==> src/rtl/pe_modem_pkg.sv <==
package pe_modem_pkg;

   typedef enum logic {
      RATE_FAST = 1'b0,
      RATE_SLOW = 1'b1
   } line_rate_e;

   // Earliest accepted spacing between mid-bit transitions
   function automatic int win_lo(input int nominal);
      return nominal - nominal / 4;
   endfunction

   // Latest accepted spacing between mid-bit transitions
   function automatic int win_hi(input int nominal);
      return nominal + nominal / 4;
   endfunction

endpackage

==> src/rtl/pe_bit_timer.sv <==
module pe_bit_timer #(
   parameter int FAST_BIT_CLKS = 16,
   parameter int SLOW_BIT_CLKS = 33,
   parameter int SLOW_FRAC_NUM = 1,
   parameter int SLOW_FRAC_DEN = 3
) (
   input  logic clk,
   input  logic rst_n,
   input  logic en,
   input  logic rate_slow,
   output logic bit_start,
   output logic second_half
);
   localparam int CW = $clog2(SLOW_BIT_CLKS + 2);
   localparam logic [CW-1:0] FAST_M1  = CW'(FAST_BIT_CLKS - 1);
   localparam logic [CW-1:0] SLOW_M1  = CW'(SLOW_BIT_CLKS - 1);
   localparam logic [CW-1:0] LONG_M1  = CW'(SLOW_BIT_CLKS);
   localparam logic [CW-1:0] FAST_HLF = CW'(FAST_BIT_CLKS / 2);
   localparam logic [CW-1:0] SLOW_HLF = CW'(SLOW_BIT_CLKS / 2);
   localparam logic [CW-1:0] LONG_HLF = CW'((SLOW_BIT_CLKS + 1) / 2);

   logic [CW-1:0] cnt;
   logic          long_q;
   logic          long_now;
   logic          long_sel;
   logic [CW-1:0] len_m1;
   logic [CW-1:0] half_len;

   generate
      if (SLOW_FRAC_NUM > 0) begin : g_frac
         localparam int AW = $clog2(SLOW_FRAC_DEN + 1);
         localparam logic [AW-1:0] WRAP = AW'(SLOW_FRAC_DEN - SLOW_FRAC_NUM);
         localparam logic [AW-1:0] STEP = AW'(SLOW_FRAC_NUM);
         logic [AW-1:0] acc;

         assign long_now = (acc >= WRAP);

         always_ff @(posedge clk or negedge rst_n) begin
            if (!rst_n) begin
               acc <= '0;
            end else if (!en) begin
               acc <= '0;
            end else if (cnt == '0 && rate_slow) begin
               acc <= long_now ? (acc - WRAP) : (acc + STEP);
            end
         end
      end else begin : g_whole
         assign long_now = 1'b0;
      end
   endgenerate

   assign long_sel = (cnt == '0) ? long_now : long_q;

   always_comb begin
      if (!rate_slow) begin
         len_m1   = FAST_M1;
         half_len = FAST_HLF;
      end else if (long_sel) begin
         len_m1   = LONG_M1;
         half_len = LONG_HLF;
      end else begin
         len_m1   = SLOW_M1;
         half_len = SLOW_HLF;
      end
   end

   always_ff @(posedge clk or negedge rst_n) begin
      if (!rst_n) begin
         cnt    <= '0;
         long_q <= 1'b0;
      end else if (!en) begin
         cnt    <= '0;
         long_q <= 1'b0;
      end else begin
         if (cnt == len_m1) cnt <= '0;
         else               cnt <= cnt + 1'b1;
         if (cnt == '0) long_q <= long_now;
      end
   end

   assign bit_start   = en && (cnt == '0);
   assign second_half = (cnt >= half_len);

endmodule

==> src/rtl/pe_line_encoder.sv <==
module pe_line_encoder (
   input  logic clk,
   input  logic rst_n,
   input  logic en,
   input  logic bit_start,
   input  logic second_half,
   input  logic tx_data,
   output logic line_tx
);
   logic cur_bit;
   logic bit_now;

   assign bit_now = bit_start ? tx_data : cur_bit;

   always_ff @(posedge clk or negedge rst_n) begin
      if (!rst_n) begin
         cur_bit <= 1'b0;
         line_tx <= 1'b0;
      end else begin
         if (bit_start) cur_bit <= tx_data;
         if (!en)              line_tx <= 1'b0;
         else if (second_half) line_tx <= ~bit_now;
         else                  line_tx <= bit_now;
      end
   end

endmodule

==> src/rtl/pe_line_decoder.sv <==
module pe_line_decoder
   import pe_modem_pkg::*;
#(
   parameter int FAST_BIT_CLKS = 16,
   parameter int SLOW_BIT_CLKS = 33,
   parameter int SYNC_STAGES   = 2
) (
   input  logic clk,
   input  logic rst_n,
   input  logic rate_slow,
   input  logic line_rx,
   output logic rx_data,
   output logic rx_clk,
   output logic rx_los
);
   localparam int MW = $clog2(2 * SLOW_BIT_CLKS + 4);
   localparam logic [MW-1:0] LO_F   = MW'(win_lo(FAST_BIT_CLKS));
   localparam logic [MW-1:0] HI_F   = MW'(win_hi(FAST_BIT_CLKS));
   localparam logic [MW-1:0] LO_S   = MW'(win_lo(SLOW_BIT_CLKS));
   localparam logic [MW-1:0] HI_S   = MW'(win_hi(SLOW_BIT_CLKS));
   localparam logic [MW-1:0] DROP_F = MW'(2 * FAST_BIT_CLKS - 1);
   localparam logic [MW-1:0] DROP_S = MW'(2 * SLOW_BIT_CLKS - 1);
   localparam logic [MW-1:0] CEND_F = MW'(2 + FAST_BIT_CLKS / 2);
   localparam logic [MW-1:0] CEND_S = MW'(2 + SLOW_BIT_CLKS / 2);
   localparam logic [MW-1:0] CLK_BEG = MW'(2);
   localparam logic [MW-1:0] ONE    = MW'(1);
   localparam logic [MW-1:0] CMAX   = '1;

   logic [SYNC_STAGES-1:0] sync_q;
   logic                   s_now;
   logic                   s_prev;
   logic                   edge_seen;
   logic [MW-1:0]          mid_cnt;
   logic                   locked;
   logic                   in_win;
   logic [MW-1:0]          lo, hi, drop, cend;

   generate
      genvar gi;
      for (gi = 0; gi < SYNC_STAGES; gi++) begin : g_sync
         always_ff @(posedge clk or negedge rst_n) begin
            if (!rst_n)      sync_q[gi] <= 1'b0;
            else if (gi == 0) sync_q[gi] <= line_rx;
            else             sync_q[gi] <= sync_q[(gi == 0) ? 0 : gi - 1];
         end
      end
   endgenerate

   assign s_now     = sync_q[SYNC_STAGES-1];
   assign edge_seen = s_now ^ s_prev;

   assign lo   = rate_slow ? LO_S   : LO_F;
   assign hi   = rate_slow ? HI_S   : HI_F;
   assign drop = rate_slow ? DROP_S : DROP_F;
   assign cend = rate_slow ? CEND_S : CEND_F;

   assign in_win = (mid_cnt >= lo) && (mid_cnt <= hi);

   always_ff @(posedge clk or negedge rst_n) begin
      if (!rst_n) begin
         s_prev  <= 1'b0;
         mid_cnt <= CMAX;
         locked  <= 1'b0;
         rx_data <= 1'b0;
      end else begin
         s_prev <= s_now;
         if (edge_seen && in_win) begin
            locked  <= 1'b1;
            rx_data <= s_prev;
            mid_cnt <= ONE;
         end else begin
            if (edge_seen && !locked) mid_cnt <= ONE;
            else if (mid_cnt != CMAX) mid_cnt <= mid_cnt + 1'b1;
            if (mid_cnt >= drop) locked <= 1'b0;
         end
      end
   end

   assign rx_clk = locked && (mid_cnt >= CLK_BEG) && (mid_cnt < cend);
   assign rx_los = ~locked;

endmodule

==> src/rtl/pe_line_modem.sv <==
module pe_line_modem
   import pe_modem_pkg::*;
#(
   parameter int FAST_BIT_CLKS = 16,
   parameter int SLOW_BIT_CLKS = 33,
   parameter int SLOW_FRAC_NUM = 1,
   parameter int SLOW_FRAC_DEN = 3,
   parameter int SYNC_STAGES   = 2
) (
   input  logic clk,
   input  logic rst_n,
   input  logic rate_sel,
   input  logic tx_en,
   input  logic tx_data,
   output logic tx_bit_start,
   output logic line_tx,
   input  logic line_rx,
   output logic rx_data,
   output logic rx_clk,
   output logic rx_los
);
   generate
      if (FAST_BIT_CLKS < 8) begin : g_bad_fast
         $error("FAST_BIT_CLKS must be at least 8");
      end
      if (SLOW_BIT_CLKS < FAST_BIT_CLKS) begin : g_bad_slow
         $error("SLOW_BIT_CLKS must not be below FAST_BIT_CLKS");
      end
      if (SLOW_FRAC_DEN < 1 || SLOW_FRAC_NUM < 0 || SLOW_FRAC_NUM >= SLOW_FRAC_DEN) begin : g_bad_frac
         $error("slow fraction must satisfy 0 <= NUM < DEN");
      end
      if (SYNC_STAGES < 2) begin : g_bad_sync
         $error("SYNC_STAGES must be at least 2");
      end
   endgenerate

   line_rate_e rate;
   logic       rate_slow;
   logic       second_half;

   assign rate      = line_rate_e'(rate_sel);
   assign rate_slow = (rate == RATE_SLOW);

   pe_bit_timer #(
      .FAST_BIT_CLKS (FAST_BIT_CLKS),
      .SLOW_BIT_CLKS (SLOW_BIT_CLKS),
      .SLOW_FRAC_NUM (SLOW_FRAC_NUM),
      .SLOW_FRAC_DEN (SLOW_FRAC_DEN)
   ) u_timer (
      .clk         (clk),
      .rst_n       (rst_n),
      .en          (tx_en),
      .rate_slow   (rate_slow),
      .bit_start   (tx_bit_start),
      .second_half (second_half)
   );

   pe_line_encoder u_enc (
      .clk         (clk),
      .rst_n       (rst_n),
      .en          (tx_en),
      .bit_start   (tx_bit_start),
      .second_half (second_half),
      .tx_data     (tx_data),
      .line_tx     (line_tx)
   );

   pe_line_decoder #(
      .FAST_BIT_CLKS (FAST_BIT_CLKS),
      .SLOW_BIT_CLKS (SLOW_BIT_CLKS),
      .SYNC_STAGES   (SYNC_STAGES)
   ) u_dec (
      .clk       (clk),
      .rst_n     (rst_n),
      .rate_slow (rate_slow),
      .line_rx   (line_rx),
      .rx_data   (rx_data),
      .rx_clk    (rx_clk),
      .rx_los    (rx_los)
   );

endmodule

==> config.mk <==
export PLATFORM = sky130hd
export DESIGN_NAME = pe_line_modem
export DESIGN_NICKNAME = d
export VERILOG_FILES = /design/src/rtl/pe_modem_pkg.sv /design/src/rtl/pe_bit_timer.sv /design/src/rtl/pe_line_encoder.sv /design/src/rtl/pe_line_decoder.sv /design/src/rtl/pe_line_modem.sv
export SDC_FILE = /design/constraint.sdc
export NUM_CORES = 1
export LEC_CHECK = 0
export ABC_AREA = 1
export BUFFER_PORTS_ARGS = -buffer_cell sky130_fd_sc_hd__buf_2
export CAP_MARGIN = 20
export CORE_MARGIN = 4
export CORE_UTILIZATION = 40
export DETAILED_ROUTE_END_ITERATION = 7
export PLACE_DENSITY = 0.59
export SLEW_MARGIN = 20
export SYNTH_ARGS = -nofsm -noshare
export SYNTH_HDL_FRONTEND = slang
export SYNTH_SLANG_ARGS = --single-unit
==> constraint.sdc <==
create_clock -name clk -period 6.2 [get_ports clk]
set_input_delay 1.24 -clock clk [delete_from_list [all_inputs] [get_ports clk]]
set_output_delay 1.24 -clock clk [all_outputs]
set_load 0.03 [all_outputs]
# Word level (Yosys, flattened, before mapping)
# Cells that the tools add are included.
# totals
register_bits	23
input_bits	6
elab_cells	62
output_inout_bits	5
# classes
n_eq_ne	3
n_bitwise	3
add_sub_neg	4
order_cmp	7
n_reduce_logical	11
muxes	23
# ops
cell	n
2-to-1 mux 6 bit	5
2-to-1 mux 7 bit	4
greater-or-equal comparator 7 bit	2
2-to-1 mux 5 bit	2
2-to-1 mux 1 bit	9
adder 7 x 1 -> 7 bit, second input constant	1
greater-or-equal comparator 7 x 2 -> 1 bit, second input constant	1
<= comparator 7 bit	1
logical AND 1 bit	7
less-than comparator 7 bit	1
inequality test 7 bit, second input constant	1
adder 6 x 1 -> 6 bit, second input constant	1
== test 6 bit	1
greater-or-equal comparator 6 bit	1
logical NOT 6 bit	1
2-to-1 mux 2 bit	3
nonzero test 3 bit	1
adder 2 x 1 -> 2 bit, second input constant	1
greater-or-equal comparator 2 bit, second input constant	1
inequality test 2 x 1 -> 1 bit, second input constant	1
NOT 1 bit	2
nonzero test 2 bit	1
subtractor 2 bit, second input constant	1
logical NOT 1 bit	1
bitwise XOR 1 bit	1

# Longest topological paths before layout
# Gate-level depths: netlist of the first run.
# logic_depth
ltp_word	7
depth_mapped	15
mapped_depth_nobuf	15

# Hierarchy
# Synthesis of the first run repeated with hierarchy kept, for this count alone.
# unflattened
hier_cells	213
area_unflattened_um2	1700.4
# by_module_without_submodules
module	seq_area_each_um2	area_per_inst_um2	instances	cells_per_inst
pe_line_decoder	309.0	910.9	1	109
pe_bit_timer	225.2	685.7	1	88
pe_line_encoder	50.0	103.8	1	16

# Least setup slack after synthesis of the first run
# No wires, ideal clock.
# synth_path
path_type	input to output
from	in rate_sel
to	out rx_clk
required_time_ps	4960
arrival_ps	2690
path_stages	5
path_slack_ps	2270
path_buffers	0
path_cell_list	inv_1 -> ha_1 -> a21oi_1 -> nand2_1 -> a211oi_1
# synth_via
elab_chain_len	3
# synth_lines
item	line	rtl
from (decl)	pe_line_modem.sv:12	input logic rate_sel,
2-to-1 mux 5 bit	pe_line_decoder.sv:55	assign cend = rate_slow ? CEND_S : CEND_F;
less-than comparator 7 bit	pe_line_decoder.sv:79	assign rx_clk = locked && (mid_cnt >= CLK_BEG) && (mid_cnt < cend);
logical AND 1 bit	pe_line_decoder.sv:79	
to (decl)	pe_line_modem.sv:19	output logic rx_clk,
# No other way between the ends.

# Worst setup path after layout of the first run
# Ends and elaborated chain as after synthesis.

==> results of run 1 <==
==> worst min-delay path by stage <==
stage / startpoint / to / slack [ns]
after floorplan: u_dec.sync_q[0] / u_dec.s_now / 0.33
after global routing: u_dec.sync_q[0] / u_dec.s_now / 0.37
after CTS: u_dec.sync_q[0] / u_dec.s_now / 0.36
after detailed placement: u_dec.sync_q[0] / u_dec.s_now / 0.34
final: u_dec.sync_q[0] / u_dec.s_now / 0.35
after global placement: u_dec.sync_q[0] / u_dec.s_now / 0.33
==> cells in the final DEF (no fill, tap or decap), types with 6 or more instances in the layout <==
| cell | instances |
|---|---|
| nand3_1 | 11 |
| nand2_2 | 6 |
| inv_1 | 24 |
| ha_1 | 15 |
| dfstp_2 | 7 |
| buf_2 | 10 |
| dfrtp_1 | 16 |
| nand3b_1 | 6 |
| nand2_1 | 45 |
| xor2_1 | 6 |
| nor2_1 | 25 |
==> through the flow <==
step / hold WS [ns] / total power, mW / cell area (um^2)
after floorplan: 0.331 / 0.346 / 1610
after global placement: 0.334 / 0.394 / 1710
after detailed placement: 0.336 / 0.395 / 1710
after CTS: 0.356 / 0.490 / 1760
after global routing: 0.375 / 0.523 / 1760
final: 0.353 / 0.484 / 1760
==> routing by layer <==
metal | track usage | vias up | part of all wire
met5 | 0 | - | 0
met4 | 0.0376 | 0 | 0.011
met3 | 0.0154 | 4 | 0.031
met2 | 0.190 | 22 | 0.42
met1 | 0.209 | 571 | 0.53
li1 | - | 662 | -
==> power by group <==
| part | switching (mW) | leakage (nW) | internal [mW] |
|---|---|---|---|
| Clock | 0.0482 | 0.0255 | 0.0449 |
| Combinational | 0.112 | 0.600 | 0.0680 |
| Sequential | 0.0300 | 0.281 | 0.181 |
==> kinds of logic (layout without fill, tap and decap cells) <==
kind of cell,count (synthesis),in the layout
AND/OR/NAND/NOR,110,110
buffers and inverters,28,41
flip-flops,23,23
adder cells (fa/ha/maj),15,15
AO/OA/AOI/OAI,14,14
XOR/XNOR,9,9
==> flip-flops by register name (all words and copies together) (netlist names) <==
register            cells
u_enc.cur_bit           1
u_timer.long_q          1
u_dec.locked            1
u_dec.rx_data           1
u_dec.s_prev            1
u_dec.sync_q            1
u_timer.g_frac.acc      2
u_dec.mid_cnt           7
u_enc.line_tx           1
u_dec.s_now             1
u_timer.cnt             6
==> worst max-delay path, stage by stage <==
cell	delay, ns
buf_2	0.21
inv_1	0.20
ha_1	0.39
a21oi_1	0.16
nand2_1	0.07
a211oi_1	0.21
buf_2	0.23
==> area by class of cell <==
class                      instances  area, um^2
timing repair buffer              10        50.0
clock inverter                     1        5.00
tap                               48        60.1
clock buffer                       3        41.3
sequential                        23         584
inverter                          27         101
fill                             391        2010
multi-input combinational        148         917
==> flow_summary.json, run 1 <==
{
  "ios": 11,
  "hold_buffers": 0,
  "tns_ns": 0,
  "synthAdderAreaFrac": 0.116,
  "crit_start": "rate_sel",
  "die_w_um": 71.5,
  "cp.arrival_ns": 2.71,
  "cp_max_fo": 11,
  "drt_iter0_drc": 49,
  "path_class": "in2out",
  "setup_ws_ns": 2.25,
  "hp-class": "reg2reg",
  "synth-warning-count": 0,
  "slew_headroom": 0.657,
  "power.density_nw_per_um2": 275,
  "synth_common_cells": "45 x nand2_1, 25 x nor2_1, 24 x inv_1, 16 x dfrtp_1, 15 x ha_1",
  "routabilityCongestion": 0.777,
  "rsz0062_at_grt": "no",
  "synth_nets": 220,
  "via_per_inst": 4.84,
  "die_area_um2": 5120,
  "drt-total-wl_um": 3180,
  "postSynthCellCount": 199,
  "die_y_um": 71.5,
  "drt_pass1_iterations": 4,
  "synth-main-ff-cell": "dfrtp_1",
  "grt_pass1_wl_um": 5530,
  "setup_viol": 0,
  "leakage_nw": 0.906,
  "ys_ff_latch": 23,
  "cts-root-buf": "clkbuf_8",
  "synth_top_cell_by_area": "dfrtp_1",
  "cts_resized": 0,
  "final_nets": 234,
  "fin_crit_ns": 3.95,
  "rr_endpoint": "u_enc.line_tx",
  "dp_hpwl_um": 2440,
  "overflow": 0,
  "skew_ns": 0.000743,
  "rr_startpoint": "u_timer.cnt[0]",
  "antenna_found_initial": 0,
  "drive_gt1_frac": 0.212,
  "synthXorXnorAreaFrac": 0.0535,
  "antenna_cells": 0,
  "grt_util_all_layers": 0.133,
  "worst_slew_pin_slew_ns": 0.514,
  "drv_slew": 0,
  "postRouteAntennaNets": 0,
  "outcome": "finished, final reports clean",
  "cts_htree_levels": 1,
  "yosysUniqueCellTypes": 31,
  "grt_pass1_vias": 1152,
  "ir_worst_vdd_v": 0.000198,
  "area_growth_pct": 8.99,
  "drv_cap": 0,
  "fmax_mhz": 253,
  "core.rowCount": 22,
  "clockBufferDepth": 2,
  "coreArea_um2": 3770,
  "yosysMostFrequentCell": "nand2_1",
  "reg2reg_depth": 15,
  "port_buffers": 10,
  "clk_latency_ns": 0.26,
  "final-hold-violation-count": 0,
  "startpoint_type": "input pin",
  "grt_start_max_net_pins": 24,
  "hold_depth": 0,
  "clkTransAtPathRegs_ns": 0.08,
  "synth_edf_count": 0,
  "crit_required_ns": 4.96,
  "cts_buffers": 3,
  "synth_top_family_by_area": "simple AND/OR/NAND/NOR gates",
  "period_share": 0.637,
  "place_inst": 256,
  "dpl_worst_slack_ns": 2.23,
  "synth_area_um2": 1610,
  "async_flop_share": 1.00,
  "end_kind": "primary output",
  "cts_tree": "yes",
  "start_util": 0.428,
  "synth_simple_gate_area_frac": 0.344,
  "ys_seq_area_frac": 0.362,
  "yosysTopAreaCellShare": 0.248,
  "dr_total_vias": 1259,
  "layout.cells.non_filler": 260,
  "final_util": 0.466,
  "cts_setup_buffers": 0,
  "wire_per_inst_um": 12.2,
  "synth_mux_area_frac": 0,
  "yosys-top-cells-area": "dfrtp_1 25%, ha_1 12%, dfstp_2 11%, nand2_1 10%, nor2_1 5.8%",
  "rrSetupSlack_ns": 3.83,
  "cts.sinks": 23,
  "synth-compound-area-share": 0.0543,
  "post-route-drc-count": 0,
  "crit_end": "rx_clk",
  "postSynthAreaPerCell_um2": 8.11
}
No activity file was read; power rests on OpenSTA's default activity.
==> run 2, diff against run 1 <==
PLACE_DENSITY = 0.61   (was 0.59)
clock period = 3.4 ns   (was 6.2 ns; I/O delays follow)
==> flow_summary.json, run 2 (synthesis gave the netlist of run 1 again) <==
{
  "coreArea_um2": 3770,
  "core.rowCount": 22,
  "ios": 11,
  "overflow": 0,
  "port_buffers": 10,
  "die_area_um2": 5120,
  "drv_cap": 0,
  "cp_max_fo": 11,
  "crit_required_ns": 2.72,
  "final-hold-violation-count": 0,
  "hold_buffers": 0,
  "leakage_nw": 0.903,
  "dp_hpwl_um": 2290,
  "skew_ns": 0.000634,
  "finalPower_mw": 0.875,
  "power.density_nw_per_um2": 498,
  "clkTransAtPathRegs_ns": 0.08,
  "area_growth_pct": 8.91,
  "grt_pass1_wl_um": 5730,
  "drt_iter0_drc": 62,
  "largest_reg_flops": 7,
  "hp-start": "u_dec.sync_q[0]",
  "post-route-drc-count": 0,
  "cp.arrival_ns": 2.11,
  "die_w_um": 71.5,
  "cts_resized": 0,
  "use_met1": 0.198,
  "outcome": "finished, final reports clean",
  "final_cell_mix": "45 x nand2_1, 25 x nor2_1, 24 x inv_1",
  "antenna_cells": 0,
  "drv_slew": 0,
  "period_share": 0.820,
  "cts_setup_buffers": 0,
  "die_y_um": 71.5,
  "rr_startpoint": "u_timer.cnt[0]",
  "tns_ns": 0,
  "final_nets": 234,
  "drt-total-wl_um": 3060,
  "cts_buffers": 3,
  "slew_headroom": 0.667,
  "grt_util_all_layers": 0.139,
  "clk_latency_ns": 0.26,
  "cts.sinks": 23,
  "setup_viol": 0,
  "dr_total_vias": 1264,
  "clockBufferDepth": 2,
  "startpoint_type": "input pin",
  "postRouteAntennaNets": 0,
  "fin_crit_ns": 2.79,
  "cts-root-buf": "clkbuf_8",
  "path_class": "in2out",
  "fmax_mhz": 359,
  "worst_slew_pin_slew_ns": 0.499,
  "start_util": 0.428,
  "whs_ns": 0.365,
  "top_usage_layer": "met2",
  "grt_pass1_vias": 1262,
  "regMostFlops": "u_dec.mid_cnt",
  "drive_gt1_frac": 0.208,
  "layout_commonest_cell": "nand2_1",
  "cts_htree_levels": 1,
  "wire_per_inst_um": 11.8,
  "hp-class": "reg2reg",
  "routabilityCongestion": 0.857,
  "drt_pass1_iterations": 4,
  "use_met3": 0.0140,
  "end_kind": "primary output",
  "use_met2": 0.215,
  "rsz0062_at_grt": "no",
  "crit_start": "rate_sel",
  "antenna_found_initial": 0,
  "via_per_inst": 4.86,
  "largestRegisters": "u_dec.mid_cnt: 7 flops, u_timer.cnt: 6 flops, u_timer.g_frac.acc: 2 flops",
  "cts_tree": "yes",
  "ir_worst_vdd_v": 0.000329,
  "nFillCells": 375,
  "grt_start_max_net_pins": 24
}
[run 2: changes by cell type in the layout (fill, tap and decap cells not counted)]
cell	before	now
clkbuf_1	0	1
clkinv_2	1	0
[run 2: routing by layer]
metal	vias up	routed length (um)
met5	-	0
li1	663	-
met3	6	118
met2	22	1330
met4	0	63
met1	573	1550
[run 2: area by class of cell]
| class | count | area [um^2] | area share |
|---|---|---|---|
| multi-input cells | 148 | 917 | 0.522 |
| flip-flops and latches | 23 | 584 | 0.332 |
| inverters | 27 | 101 | 0.0577 |
| well taps | 48 | 60.1 | 0.0342 |
| repair buffers | 10 | 50.0 | 0.0285 |
| clock buffers | 4 | 45.0 | 0.0256 |
[run 2: final timing paths]
check | endpoint | slack, ns | cells past startpoint
max in group asynchronous | u_dec.mid_cnt[5] | 2.67 | 1
setup reg to reg | u_enc.line_tx | 1.14 | 15
setup / recovery | rx_clk | 0.61 | 7
min in group asynchronous | u_timer.g_frac.acc[1] | 0.38 | 1
hold reg to reg | u_dec.s_now | 0.36 | 0
hold / removal | u_dec.s_now | 0.36 | 0
[run 2: through the flow]
| step | cell area (um^2) | cells | setup WS [ns] | util |
|---|---|---|---|---|
| CTS | 1760 | 260 | 0.599 | 0.466 |
| detailed placement | 1710 | 256 | 0.599 | 0.454 |
| global placement | 1710 | 256 | 0.626 | 0.454 |
| floorplan | 1610 | 199 | 0.590 | - |
| finish | 1760 | 260 | 0.612 | 0.466 |
| global route | 1760 | 260 | 0.475 | 0.466 |
[run 2: where the power goes]
part | leakage (nW) | total (mW) | switching, mW | internal (mW)
Sequential | 0.281 | 0.382 | 0.0514 | 0.331
Combinational | 0.600 | 0.325 | 0.201 | 0.124
Clock | 0.0228 | 0.168 | 0.0843 | 0.0836
[run 2: critical path: stages]
cell and delay, ns:
buf_2 0.21, inv_1 0.20, ha_1 0.39, a21oi_1 0.15
nand2_1 0.06, a211oi_1 0.19, buf_2 0.22
==> run 3, diff against run 2 <==
ABC_AREA = 0   (was 1)
PLACE_DENSITY = 0.59   (was 0.61)
clock period = 2.8 ns   (was 3.4 ns; I/O delays follow)
==> flow_summary.json, run 3 <==
{
  "leakage_nw": 0.771,
  "place_inst": 213,
  "via_per_inst": 5.42,
  "synthAdderAreaFrac": 0.129,
  "nFillCells": 323,
  "largest_reg_flops": 7,
  "grt_pass1_vias": 1187,
  "synth-main-ff-cell": "dfrtp_1",
  "postRouteAntennaNets": 0,
  "clk_latency_ns": 0.31,
  "synth-warning-count": 0,
  "power.density_nw_per_um2": 626,
  "final_cell_mix": "16 x dfrtp_1, 15 x ha_1, 14 x nor2_1",
  "hold_buffers": 0,
  "yosys-top-cells-area": "dfrtp_1 28%, ha_1 13%, dfstp_2 13%, nor2_1 3.6%, nand3_1 3.4%",
  "overflow": 0,
  "cp.arrival_ns": 2.94,
  "clkTransAtPathRegs_ns": 0.13,
  "ir_worst_vdd_v": 0.000246,
  "cts_tree": "yes",
  "yosysTopAreaCellShare": 0.275,
  "cts-root-buf": "clkbuf_4",
  "drive_gt1_frac": 0.238,
  "rrSetupSlack_ns": 0.08,
  "reg2reg_depth": 10,
  "hp-class": "in2async",
  "finalPower_mw": 1.05,
  "grt_util_all_layers": 0.147,
  "synth_simple_gate_area_frac": 0.236,
  "drv_slew": 0,
  "yosysMostFrequentCell": "dfrtp_1",
  "register_area_um2": 584,
  "clockBufferDepth": 2,
  "fin_crit_ns": 2.72,
  "wire_per_inst_um": 14.1,
  "synth_mux_area_frac": 0.0292,
  "layout.cells.non_filler": 218,
  "area_growth_pct": 15.6,
  "routabilityCongestion": 0.820,
  "layout_commonest_cell": "dfrtp_1",
  "synthXorXnorAreaFrac": 0.0602,
  "synth_edf_count": 0,
  "drt_iter0_drc": 66,
  "worst_slew_pin_slew_ns": 0.507,
  "skew_ns": 0.00461,
  "postSynthCellCount": 150,
  "cp_max_fo": 2,
  "end_kind": "flip-flop",
  "startpoint_type": "flip-flop",
  "antenna_cells": 0,
  "ys_seq_area_frac": 0.402,
  "fmax_mhz": 368,
  "cts_buffers": 3,
  "outcome": "finished, final reports clean",
  "die_w_um": 68.3,
  "grt_start_max_net_pins": 24,
  "dr_total_vias": 1182,
  "ys_ff_latch": 23,
  "rr_endpoint": "u_enc.line_tx",
  "synth_top_cell_by_area": "dfrtp_1",
  "antenna_found_initial": 0,
  "async_flop_share": 1.00,
  "yosysUniqueCellTypes": 44,
  "path_class": "reg2reg",
  "crit_start": "u_timer.cnt[5]",
  "cts_htree_levels": 1,
  "setup_viol": 0,
  "crit_end": "u_enc.line_tx",
  "post-route-drc-count": 0,
  "start_util": 0.426,
  "synth_top_family_by_area": "simple AND/OR/NAND/NOR gates",
  "largestRegisters": "u_dec.mid_cnt: 7 flops, u_timer.cnt: 6 flops, u_timer.g_frac.acc: 2 flops",
  "port_buffers": 10,
  "drt_pass1_iterations": 4,
  "period_share": 0.971,
  "ios": 11,
  "final_util": 0.492,
  "rr_startpoint": "u_timer.cnt[5]",
  "dp_hpwl_um": 2300,
  "drt-total-wl_um": 3080,
  "die_area_um2": 4670,
  "coreArea_um2": 3420,
  "postSynthAreaPerCell_um2": 9.70,
  "grt_pass1_wl_um": 5180,
  "synth_area_um2": 1460,
  "synth_common_cells": "16 x dfrtp_1, 15 x ha_1, 14 x nor2_1, 11 x nand2_1, 10 x nand3_1",
  "core.rowCount": 21,
  "die_y_um": 68.3,
  "synth-compound-area-share": 0.120,
  "regMostFlops": "u_dec.mid_cnt",
  "crit_required_ns": 3.02,
  "slew_headroom": 0.662,
  "cts.sinks": 23,
  "multi_input_area_um2": 857,
  "drv_cap": 0,
  "final-hold-violation-count": 0,
  "synth_nets": 171,
  "final_nets": 194
}
[run 3: metal layers]
metal,up-vias,track usage,wire (um)
li1,579,-,-
met1,572,0.171,1340
met2,24,0.270,1590
met3,7,0.0246,83
met4,0,0.0521,59
met5,-,0,0
[run 3: cell families (layout without fill, tap and decap cells)]
group                      after synthesis  in the layout
AOI/OAI and AO/OA                       24             24
xor gates and xnor gates                10             10
adders and majority gates               15             15
buffers and inverters                    9             31
DFF                                     23             23
muxes                                    4              4
and+or+nand+nor                         65             65
[run 3: cell type report]
cell class / count / share of cell area
Clock buffer: 3 / 0.0134
Tap cell: 46 / 0.0342
Multi-Input combinational cell: 118 / 0.510
Clock inverter: 1 / 0.00298
Inverter: 6 / 0.0134
Sequential cell: 23 / 0.347
Timing Repair Buffer: 21 / 0.0789
[run 3: power breakdown]
part           total (mW)  internal [mW]  switching [mW]
clock network       0.154         0.0535           0.101
logic               0.425          0.189           0.237
registers           0.473          0.409          0.0648
total                1.05          0.651           0.402
[run 3: critical path, cell delays in order, from the launching register on]
cell and delay (ns):
dfrtp_1 0.44, nor4_4 0.33, and2_4 0.21, mux2i_2 0.21
nor2_1 0.07, ha_1 0.27, or4b_1 0.46, a21o_1 0.18
a211oi_2 0.20, xor2_1 0.09, and2_1 0.16
[run 3: repair_timing]
action | CTS | global route
hold endpoints to repair | 0 | 0
setup endpoints to repair | 0 | 1
buffers inserted | 0 | 1
resized for setup | 0 | 3
[run 3: stage by stage]
| step | setup WS [ns] | setup TNS (ns) | cell area, um^2 | hold WS (ns) |
|---|---|---|---|---|
| after floorplan | 0.0278 | 0 | 1460 | 0.264 |
| after global placement | 0.108 | 0 | 1630 | 0.337 |
| after detailed placement | 0.0775 | 0 | 1630 | 0.347 |
| after CTS | 0.0433 | 0 | 1660 | 0.195 |
| after global routing | -0.0156 | -0.0156 | 1680 | 0.216 |
| final | 0.0816 | 0 | 1680 | 0.195 |
[run 3: worst min-delay path by stage]
stage | startpoint | end | slack [ns] | depth (start not counted)
final | rst_n | u_dec.locked | 0.20 | 1
after global routing | rst_n | u_dec.rx_data | 0.22 | 1
after CTS | rst_n | u_dec.rx_data | 0.20 | 1
after detailed placement | u_dec.sync_q[0] | u_dec.s_now | 0.35 | 0
after global placement | u_dec.sync_q[0] | u_dec.s_now | 0.34 | 0
after floorplan | rst_n | u_dec.locked | 0.26 | 0
